### src/rtl/irq_ctrl_pkg.sv
package irq_ctrl_pkg;
  localparam int unsigned STAT_W   = 16;
  localparam int unsigned POS_KBD  = 0;
  localparam int unsigned POS_SRX  = 1;
  localparam int unsigned POS_STX  = 2;
  localparam int unsigned POS_UTX  = 12;
  localparam int unsigned POS_URX  = 13;

  localparam logic [STAT_W-1:0] IMPL_MASK =
      (STAT_W'(1) << POS_KBD) | (STAT_W'(1) << POS_SRX) | (STAT_W'(1) << POS_STX) |
      (STAT_W'(1) << POS_UTX) | (STAT_W'(1) << POS_URX);

  typedef struct packed {
    logic kbd;
    logic ssi_rx;
    logic ssi_tx;
    logic uart_tx;
    logic uart_rx;
  } irq_src_t;
endpackage

### src/rtl/irq_kbd_latch.sv
module irq_kbd_latch #(
  parameter int unsigned LINES  = 8,
  parameter int unsigned NARROW = 6
) (
  input  logic             clk_i,
  input  logic             rst_ni,
  input  logic [LINES-1:0] lines_i,
  input  logic             narrow_i,
  input  logic             eoi_i,
  output logic             pend_o
);
  logic [LINES-1:0] lane_en;
  logic             hit;

  for (genvar g = 0; g < LINES; g++) begin : g_lane
    if (g < NARROW) begin : g_always
      assign lane_en[g] = 1'b1;
    end else begin : g_wide
      assign lane_en[g] = ~narrow_i;
    end
  end

  assign hit = |(lines_i & lane_en);

  // set wins over acknowledge
  always_ff @(posedge clk_i or negedge rst_ni) begin
    if (!rst_ni)      pend_o <= 1'b0;
    else if (hit)     pend_o <= 1'b1;
    else if (eoi_i)   pend_o <= 1'b0;
  end

  AST_KBD_SET: assert property (@(posedge clk_i) disable iff (!rst_ni)
    (lines_i[0]) |=> pend_o);
  AST_KBD_HOLD: assert property (@(posedge clk_i) disable iff (!rst_ni)
    (pend_o && !eoi_i) |=> pend_o);
  AST_KBD_SET_EOI: assert property (@(posedge clk_i) disable iff (!rst_ni)
    (eoi_i && lines_i[1]) |=> pend_o);
  AST_KBD_NARROW: assert property (@(posedge clk_i) disable iff (!rst_ni)
    (!pend_o && narrow_i && lines_i[NARROW-1:0] == '0) |=> !pend_o);
endmodule

### src/rtl/irq_mask_reg.sv
module irq_mask_reg #(
  parameter int unsigned     W    = 16,
  parameter logic [W-1:0]    IMPL = '1
) (
  input  logic         clk_i,
  input  logic         rst_ni,
  input  logic         we_i,
  input  logic [W-1:0] wdata_i,
  output logic [W-1:0] mask_o
);
  always_ff @(posedge clk_i or negedge rst_ni) begin
    if (!rst_ni)   mask_o <= '0;
    else if (we_i) mask_o <= wdata_i & IMPL;
  end

  AST_MASK_KEEP: assert property (@(posedge clk_i) disable iff (!rst_ni)
    !we_i |=> $stable(mask_o));
endmodule

### src/rtl/irq_status_pack.sv
module irq_status_pack
  import irq_ctrl_pkg::*;
(
  input  irq_src_t          src_i,
  output logic [STAT_W-1:0] status_o
);
  always_comb begin
    status_o          = '0;
    status_o[POS_KBD] = src_i.kbd;
    status_o[POS_SRX] = src_i.ssi_rx;
    status_o[POS_STX] = src_i.ssi_tx;
    status_o[POS_UTX] = src_i.uart_tx;
    status_o[POS_URX] = src_i.uart_rx;
  end
endmodule

### src/rtl/irq_status_ctrl.sv
module irq_status_ctrl
  import irq_ctrl_pkg::*;
#(
  parameter int unsigned ADDR_W   = 2,
  parameter int unsigned KBD_W    = 8,
  parameter int unsigned KBD_NAR  = 6,
  parameter int unsigned OFS_STAT = 0,
  parameter int unsigned OFS_MASK = 1,
  parameter int unsigned OFS_EOI  = 2
) (
  input  logic              clk_i,
  input  logic              rst_ni,
  input  logic [ADDR_W-1:0] bus_addr_i,
  input  logic              bus_we_i,
  input  logic [STAT_W-1:0] bus_wdata_i,
  output logic [STAT_W-1:0] bus_rdata_o,
  input  logic [KBD_W-1:0]  kbd_lines_i,
  input  logic              kbd_narrow_i,
  input  logic              ssi_rx_irq_i,
  input  logic              ssi_tx_irq_i,
  input  logic              uart_tx_irq_i,
  input  logic              uart_rx_irq_i,
  output logic              irq_o
);
  logic              sel_stat, sel_mask, sel_eoi;
  logic              kbd_pend;
  logic [STAT_W-1:0] status, mask;
  irq_src_t          src;

  assign sel_stat = (bus_addr_i == ADDR_W'(OFS_STAT));
  assign sel_mask = (bus_addr_i == ADDR_W'(OFS_MASK));
  assign sel_eoi  = (bus_addr_i == ADDR_W'(OFS_EOI));

  irq_kbd_latch #(.LINES(KBD_W), .NARROW(KBD_NAR)) u_kbd (
    .clk_i    (clk_i),
    .rst_ni   (rst_ni),
    .lines_i  (kbd_lines_i),
    .narrow_i (kbd_narrow_i),
    .eoi_i    (bus_we_i & sel_eoi),
    .pend_o   (kbd_pend)
  );

  irq_mask_reg #(.W(STAT_W), .IMPL(IMPL_MASK)) u_mask (
    .clk_i   (clk_i),
    .rst_ni  (rst_ni),
    .we_i    (bus_we_i & sel_mask),
    .wdata_i (bus_wdata_i),
    .mask_o  (mask)
  );

  assign src = '{kbd: kbd_pend, ssi_rx: ssi_rx_irq_i, ssi_tx: ssi_tx_irq_i,
                 uart_tx: uart_tx_irq_i, uart_rx: uart_rx_irq_i};

  irq_status_pack u_pack (
    .src_i    (src),
    .status_o (status)
  );

  always_comb begin
    bus_rdata_o = '0;
    if (sel_stat)      bus_rdata_o = status;
    else if (sel_mask) bus_rdata_o = mask;
  end

  assign irq_o = |(status & mask);

  AST_RSVD_STAT: assert property (@(posedge clk_i) disable iff (!rst_ni)
    (status & ~IMPL_MASK) == '0);
  AST_RSVD_MASK: assert property (@(posedge clk_i) disable iff (!rst_ni)
    (mask & ~IMPL_MASK) == '0);
  AST_NO_MASK_NO_IRQ: assert property (@(posedge clk_i) disable iff (!rst_ni)
    (mask == '0) |-> !irq_o);
  AST_RAW_STATUS: assert property (@(posedge clk_i) disable iff (!rst_ni)
    sel_stat |-> (bus_rdata_o[POS_SRX] == ssi_rx_irq_i && bus_rdata_o[POS_URX] == uart_rx_irq_i));
  AST_STAT_WR_IGNORED: assert property (@(posedge clk_i) disable iff (!rst_ni)
    (bus_we_i && sel_stat) |=> $stable(mask));
endmodule

### config.mk
export PLATFORM = sky130hd
export DESIGN_NAME = irq_status_ctrl
export DESIGN_NICKNAME = d
export VERILOG_FILES = /design/src/rtl/irq_ctrl_pkg.sv /design/src/rtl/irq_kbd_latch.sv /design/src/rtl/irq_mask_reg.sv /design/src/rtl/irq_status_pack.sv /design/src/rtl/irq_status_ctrl.sv
export SDC_FILE = /design/constraint.sdc
export NUM_CORES = 1
export LEC_CHECK = 0
export BUFFER_PORTS_ARGS = -buffer_cell sky130_fd_sc_hd__buf_2
export CAP_MARGIN = 20
export CELL_PAD_IN_SITES_DETAIL_PLACEMENT = 0
export CELL_PAD_IN_SITES_GLOBAL_PLACEMENT = 1
export CORE_MARGIN = 3
export CORE_UTILIZATION = 29
export CTS_CLUSTER_DIAMETER = 80
export DETAILED_ROUTE_END_ITERATION = 8
export PLACE_DENSITY = 0.82
export REMOVE_ABC_BUFFERS = 1
export SLEW_MARGIN = 20
export SYNTH_ARGS = -nofsm -noshare
export SYNTH_HDL_FRONTEND = slang
export SYNTH_HIERARCHICAL = 1
export SYNTH_SLANG_ARGS = --single-unit
### constraint.sdc
create_clock -name clk_i -period 1.6 [get_ports clk_i]
set_clock_uncertainty 0.2 [all_clocks]
set_input_delay 0.08 -clock clk_i [delete_from_list [all_inputs] [get_ports clk_i]]
set_output_delay 0.08 -clock clk_i [all_outputs]
set_load 0.01 [all_outputs]
==> flow_summary.toml, run 1 <==
[place]
place_inst = 142
port_buffers = 28
placed_cell_area_sq_um = 856
place.gp.congestion = 0.610
dpl.hpwl_um = 1300

[yosys]
synthCells = 93
yosys_register_bits = 6
synth_area_leaders = "buf_4 24%, mux2i_1 19%, dfrtp_1 18%"
netlist.area_leader.share_pct = 24.4
yosysSeqAreaShare_pct = 18.0
avgSynthCellArea_sq_um = 8.95
yosysWarnings = 6
synth_top_cell_by_area = "buf_4"
syn-cell-area_sq_um = 832
synth_cell_types = 17

[layout]
design_area_sq_mm = 0.00103
fin_nets = 166
drive_gt1_share_pct = 33.8
antenna_cells = 0
area_delta_synth_final_pct = 23.9
finalNonFillerCells = 160

[clock_network]
clock_path_buffers = 2
h-tree-depth = 1
cts_root_buffer = "clkbuf_4"
cts_sinks = 6
cts_buffers = 3
cts.reportedPaths.clkPinSlew_ns = 0.04
cts_tree = "built"
clock_latency_ns = 0.24
postCtsSetupRepairBufs = 0

[global_routing]
grt_max_degree = 18
grt_pass1_wl_um = 3120
antenna_found_initial = 0
overflow = 0
grt_use_total_pct = 11.8
grt_pass1_vias = 707

[sta]
period_minus_slack_ns = 1.56
final_hold_viol_count = 1
finalCritPeriodShare_pct = 97.5
grt_setup_unrepaired = "yes"
hold_ws_ns = -0.0479
setup-tns-final_ns = 0
slew_violations = 0
fmaxAchievable_mhz = 641
setup_viol = 0

[setup_path]
cp-end-kind = "output port"
worstPathArrival_ns = 1.28
r2r_slack_ns = 0.62
timing.rr.end = "u_mask/mask_o[1]$_DFFE_PN0P_"
r2r_start = "u_mask/mask_o[1]$_DFFE_PN0P_"
critPathRequiredTime_ns = 1.32
crit_fanout = 3
worstSetupPathType = "reg2out"
reg2regPathDepth = 1
cp-start-kind = "flop"

[run_status]
violations = "negative hold slack"
outcome = "finished, violations left"

[pwr]
total_power_w = 0.000565
peakVddDrop_uv = 535
leakagePower_nw = 0.546
powerDensity_mw_per_mm2 = 548

[routing]
wirelength_um = 1850
post-route-drc-count = 0
ant_nets = 0
dr.first_iter.drc_count = 14
wl_per_cell_um = 11.5
vias_per_cell = 4.36
vias = 698
dr.pass1.iters = 4

[die]
pin_count = 51
core-area_sq_mm = 0.00259
dieArea_sq_mm = 0.00355
rows = 18
fp.dieW_um = 59.6
initial_core_util_pct = 32.1
fp.dieH_um = 59.6

[worst_hold_path]
min_path_type = "in2reg"
hp-start = "kbd_lines_i[6]"
hold_path_end = "u_kbd/pend_o$_DFFE_PN0P_"
worstHoldPathCells = 3

[job]
drv_cap = 0
## registers in the layout, indices dropped and copies added, names as in the netlist
name           count
u_kbd/pend_o       1
u_mask/mask_o      5
## per-stage QoR
| step | worst slack (ns) | utilization [%] |
|---|---|---|
| floorplan | 0.440 | - |
| global placement | 0.275 | 33.0 |
| detailed placement | 0.283 | 33.0 |
| CTS | 0.0196 | 40.1 |
| global route | -0.0109 | 39.8 |
| finish | 0.0393 | 39.8 |
## Yosys cell counts (all sizes together)
cell type,number
nor2,19
nand2b,1
o2111ai,1
dfrtp,6
buf,31
a221oi,4
mux2i,16
mux2,5
nand2,1
a22o,4
and3b,1
conb,2
nand4,1
nor4,1
## layout by cell type (no fill, tap or decap)
cell / count
and3b_2: 1
conb_1: 22
buf_2: 28
mux2_2: 5
nor2_1: 19
nor4_2: 1
o2111ai_1: 1
dfrtp_1: 6
dlygate4sd3_1: 14
mux2i_1: 16
nand2b_1: 1
nand2_1: 1
clkbuf_4: 3
nand4_1: 1
buf_4: 2
a221oi_2: 4
dlymetal6s4s_1: 1
a22o_1: 4
## cell type report
class                           instances  area, sq um
Fill cell                             256         1560
Sequential cell                         6          150
Multi-Input combinational cell         76          513
Clock buffer                            3         22.5
Timing Repair Buffer                   45          308
Tap cell                               30         37.5
## timing repair
action                                 in CTS  in global routing
setup endpoints to repair                   0                  2
endpoints found under the hold margin      12                  0
hold buffers                               16                  0
gates resized for setup                     0                  1
## worst max path at each step
stage | start | end | cells after the start | slack (ns)
after global placement | u_kbd/pend_o$_DFFE_PN0P_ | irq_o | 4 | 0.27
after floorplan | u_kbd/pend_o$_DFFE_PN0P_ | irq_o | 3 | 0.44
final | u_kbd/pend_o$_DFFE_PN0P_ | irq_o | 4 | 0.04
after detailed placement | u_kbd/pend_o$_DFFE_PN0P_ | irq_o | 4 | 0.28
after CTS | u_kbd/pend_o$_DFFE_PN0P_ | irq_o | 4 | 0.02
after global routing | u_kbd/pend_o$_DFFE_PN0P_ | irq_o | 4 | -0.01
## report_power, final
part / internal (W) / switching, W
combinational: 0.000124 / 0.000109
clock: 0.0000846 / 0.0000502
sequential: 0.000177 / 0.0000208
## cell families (layout without fill, tap and decap cells)
family,count (synthesis),count (layout),share of synthesized area (%)
other,2,22,0.903
buffers and inverters,31,48,29.3
DFF,6,6,18.0
muxes,21,21,26.0
AOI/OAI and AO/OA,9,9,12.5
and+or+nand+nor,24,24,13.2
## worst max-delay path, stage by stage (launching register included)
cell and delay [ns]:
dfrtp_1 0.39, a22o_1 0.21, a221oi_2 0.18, nand4_1 0.10
buf_2 0.15
## metal layers
metal | share of wire, % | track usage, % | up-vias
li1 | - | - | 354
met1 | 38 | 13.6 | 321
met2 | 55 | 22.2 | 23
met3 | 6.4 | 2.83 | 0
met4 | 0 | 1.90 | 0
met5 | 0 | 0 | -
Power figures use the tool's default switching activity.
==> inputs of run 2 (changes only) <==
==> constraint.sdc (replaced) <==
create_clock -name clk_i -period 1.6 [get_ports clk_i]
set_clock_uncertainty 0.2 [all_clocks]
set_input_delay 0.4 -clock clk_i [delete_from_list [all_inputs] [get_ports clk_i]]
set_output_delay 0.4 -clock clk_i [all_outputs]
set_load 0.01 [all_outputs]
==> run 2 against run 1 <==
Compared with the run above:
- the run ends with negative setup slack left
- sequential share of layout area increased by 0.86 points
- total power increased by 3.2%
- clock power increased by 8%
- die area unchanged
- critical path depth unchanged
- count of clock-buffer cells in the layout unchanged
- routed wire length decreased by 5.5%
- largest power group unchanged
==> flow_summary.toml, run 2 (synthesized netlist as in run 1, its figures left out) <==
[layout]
area_delta_synth_final_pct = 17.0
top_regs = "u_mask/mask_o (5), u_kbd/pend_o (1)"
finish.utilization_pct = 37.6
fin_nets = 162
antenna_cells = 0
final_cell_mix = "27 x buf_2, 22 x conb_1, 19 x nor2_1"
top_register = "u_mask/mask_o"
design_area_sq_um = 973
final_common_cell = "buf_2"
largest_reg_flops = 5
drive_gt1_share_pct = 42.9

[routing]
wl_per_cell_um = 11.2
vias_per_cell = 4.37
post-route-drc-count = 0
vias = 681
wirelength_um = 1740
dr.pass1.iters = 2
ant_nets = 0
dr.first_iter.drc_count = 15

[place]
place.gp.congestion = 0.625
placed_cell_area_sq_um = 916
dpl.hpwl_um = 1440
port_buffers = 28

[setup_path]
worstPathArrival_ns = 1.27
critPathRequiredTime_ns = 1.00
cp-start-kind = "flop"
cp-end-kind = "output port"
crit_fanout = 2
worstSetupPathType = "reg2out"

[die]
rows = 18
fp.dieH_um = 59.6
dieArea_sq_mm = 0.00355
pin_count = 51
core-area_sq_mm = 0.00259
initial_core_util_pct = 32.1
fp.dieW_um = 59.6

[clock_network]
clock_path_buffers = 2
h-tree-depth = 1
cts_sinks = 6
cts_tree = "built"
cts.reportedPaths.clkPinSlew_ns = 0.05
cts_root_buffer = "clkbuf_4"
cts_buffers = 3
clock_latency_ns = 0.25

[sta]
final_hold_viol_count = 0
fmaxAchievable_mhz = 536
finalCritPeriodShare_pct = 117
setup_viol = 3
slew_violations = 0
grt_setup_unrepaired = "yes"
period_minus_slack_ns = 1.87
finalWorstSetupSlack_ns = -0.266

[global_routing]
grt_use_total_pct = 10.5
grt_pass1_wl_um = 2810
grt_pass1_vias = 691
grt_max_degree = 14
antenna_found_initial = 0
overflow = 0

[pwr]
total_power_w = 0.000584
powerDensity_mw_per_mm2 = 600
leakagePower_nw = 0.526
peakVddDrop_uv = 420

[run_status]
outcome = "finished, violations left"
violations = "negative setup slack"

[job]
drv_cap = 0

[worst_hold_path]
min_path_type = "in2reg"
[run 2: cell types whose count changed in the layout (fill, tap and decap cells not counted)]
cell            delta
buf_4              +9
dlymetal6s4s_1     -1
buf_6              +2
buf_2              -1
dlygate4sd3_1     -13
[run 2: final cells by class]
type,count,area [sq um]
clock buffers,3,22.5
fillers,267,1620
multi-input cells,76,513
flip-flops and latches,6,150
well taps,30,37.5
repair buffers,41,250
[run 2: metal layers]
layer	track usage, %	vias up	wire length [um]
met2	18.7	22	933
li1	-	342	-
met5	0	-	0
met1	11.7	312	648
met3	3.92	5	140
met4	2.53	0	20
[run 2: repair_timing]
item	CTS	global route
hold buffers	1	0
resized for setup	2	1
setup buffers	3	2
setup endpoints to repair	6	6
pin swaps	4	2
hold endpoints to repair	6	0
[run 2: worst max-delay path, stage by stage (launching register included)]
cell and delay [ns]:
dfrtp_1 0.37, a22o_1 0.21, a221oi_2 0.18, nand4_1 0.10
buf_2 0.15
[run 2: worst paths after layout]
| kind | depth (start not counted) | end | startpoint | slack (ns) |
|---|---|---|---|---|
| worst max-delay path | 4 | irq_o | u_mask/mask_o[0]$_DFFE_PN0P_ | -0.27 |
| worst min-delay path | 3 | u_kbd/pend_o$_DFFE_PN0P_ | kbd_lines_i[0] | 0.18 |
| worst max register to register | 2 | u_mask/mask_o[1]$_DFFE_PN0P_ | u_mask/mask_o[1]$_DFFE_PN0P_ | 0.48 |
| worst min register to register | 1 | u_mask/mask_o[13]$_DFFE_PN0P_ | u_mask/mask_o[13]$_DFFE_PN0P_ | 0.35 |
| max in group asynchronous | 2 | u_mask/mask_o[13]$_DFFE_PN0P_ | rst_ni | 0.74 |
| min in group asynchronous | 2 | u_mask/mask_o[0]$_DFFE_PN0P_ | rst_ni | 0.31 |
[run 2: where the power goes]
group	internal, W	switching (W)
clock	0.0000852	0.0000605
combinational	0.000129	0.000113
sequential	0.000176	0.0000200
[run 2: through the flow]
| stage | std cells | hold WS, ns | TNS, ns | worst slack [ns] |
|---|---|---|---|---|
| 6_report | 156 | 0.176 | -0.502 | -0.266 |
| 5_1_grt | 156 | 0.171 | -0.871 | -0.345 |
| 4_1_cts | 155 | 0.170 | -0.451 | -0.278 |
| 3_5_place_dp | 150 | 0.0338 | -0.848 | -0.131 |
| 3_3_place_gp | 150 | 0.0277 | -0.710 | -0.143 |
| 2_1_floorplan | 82 | -0.0956 | 0 | 0.0839 |
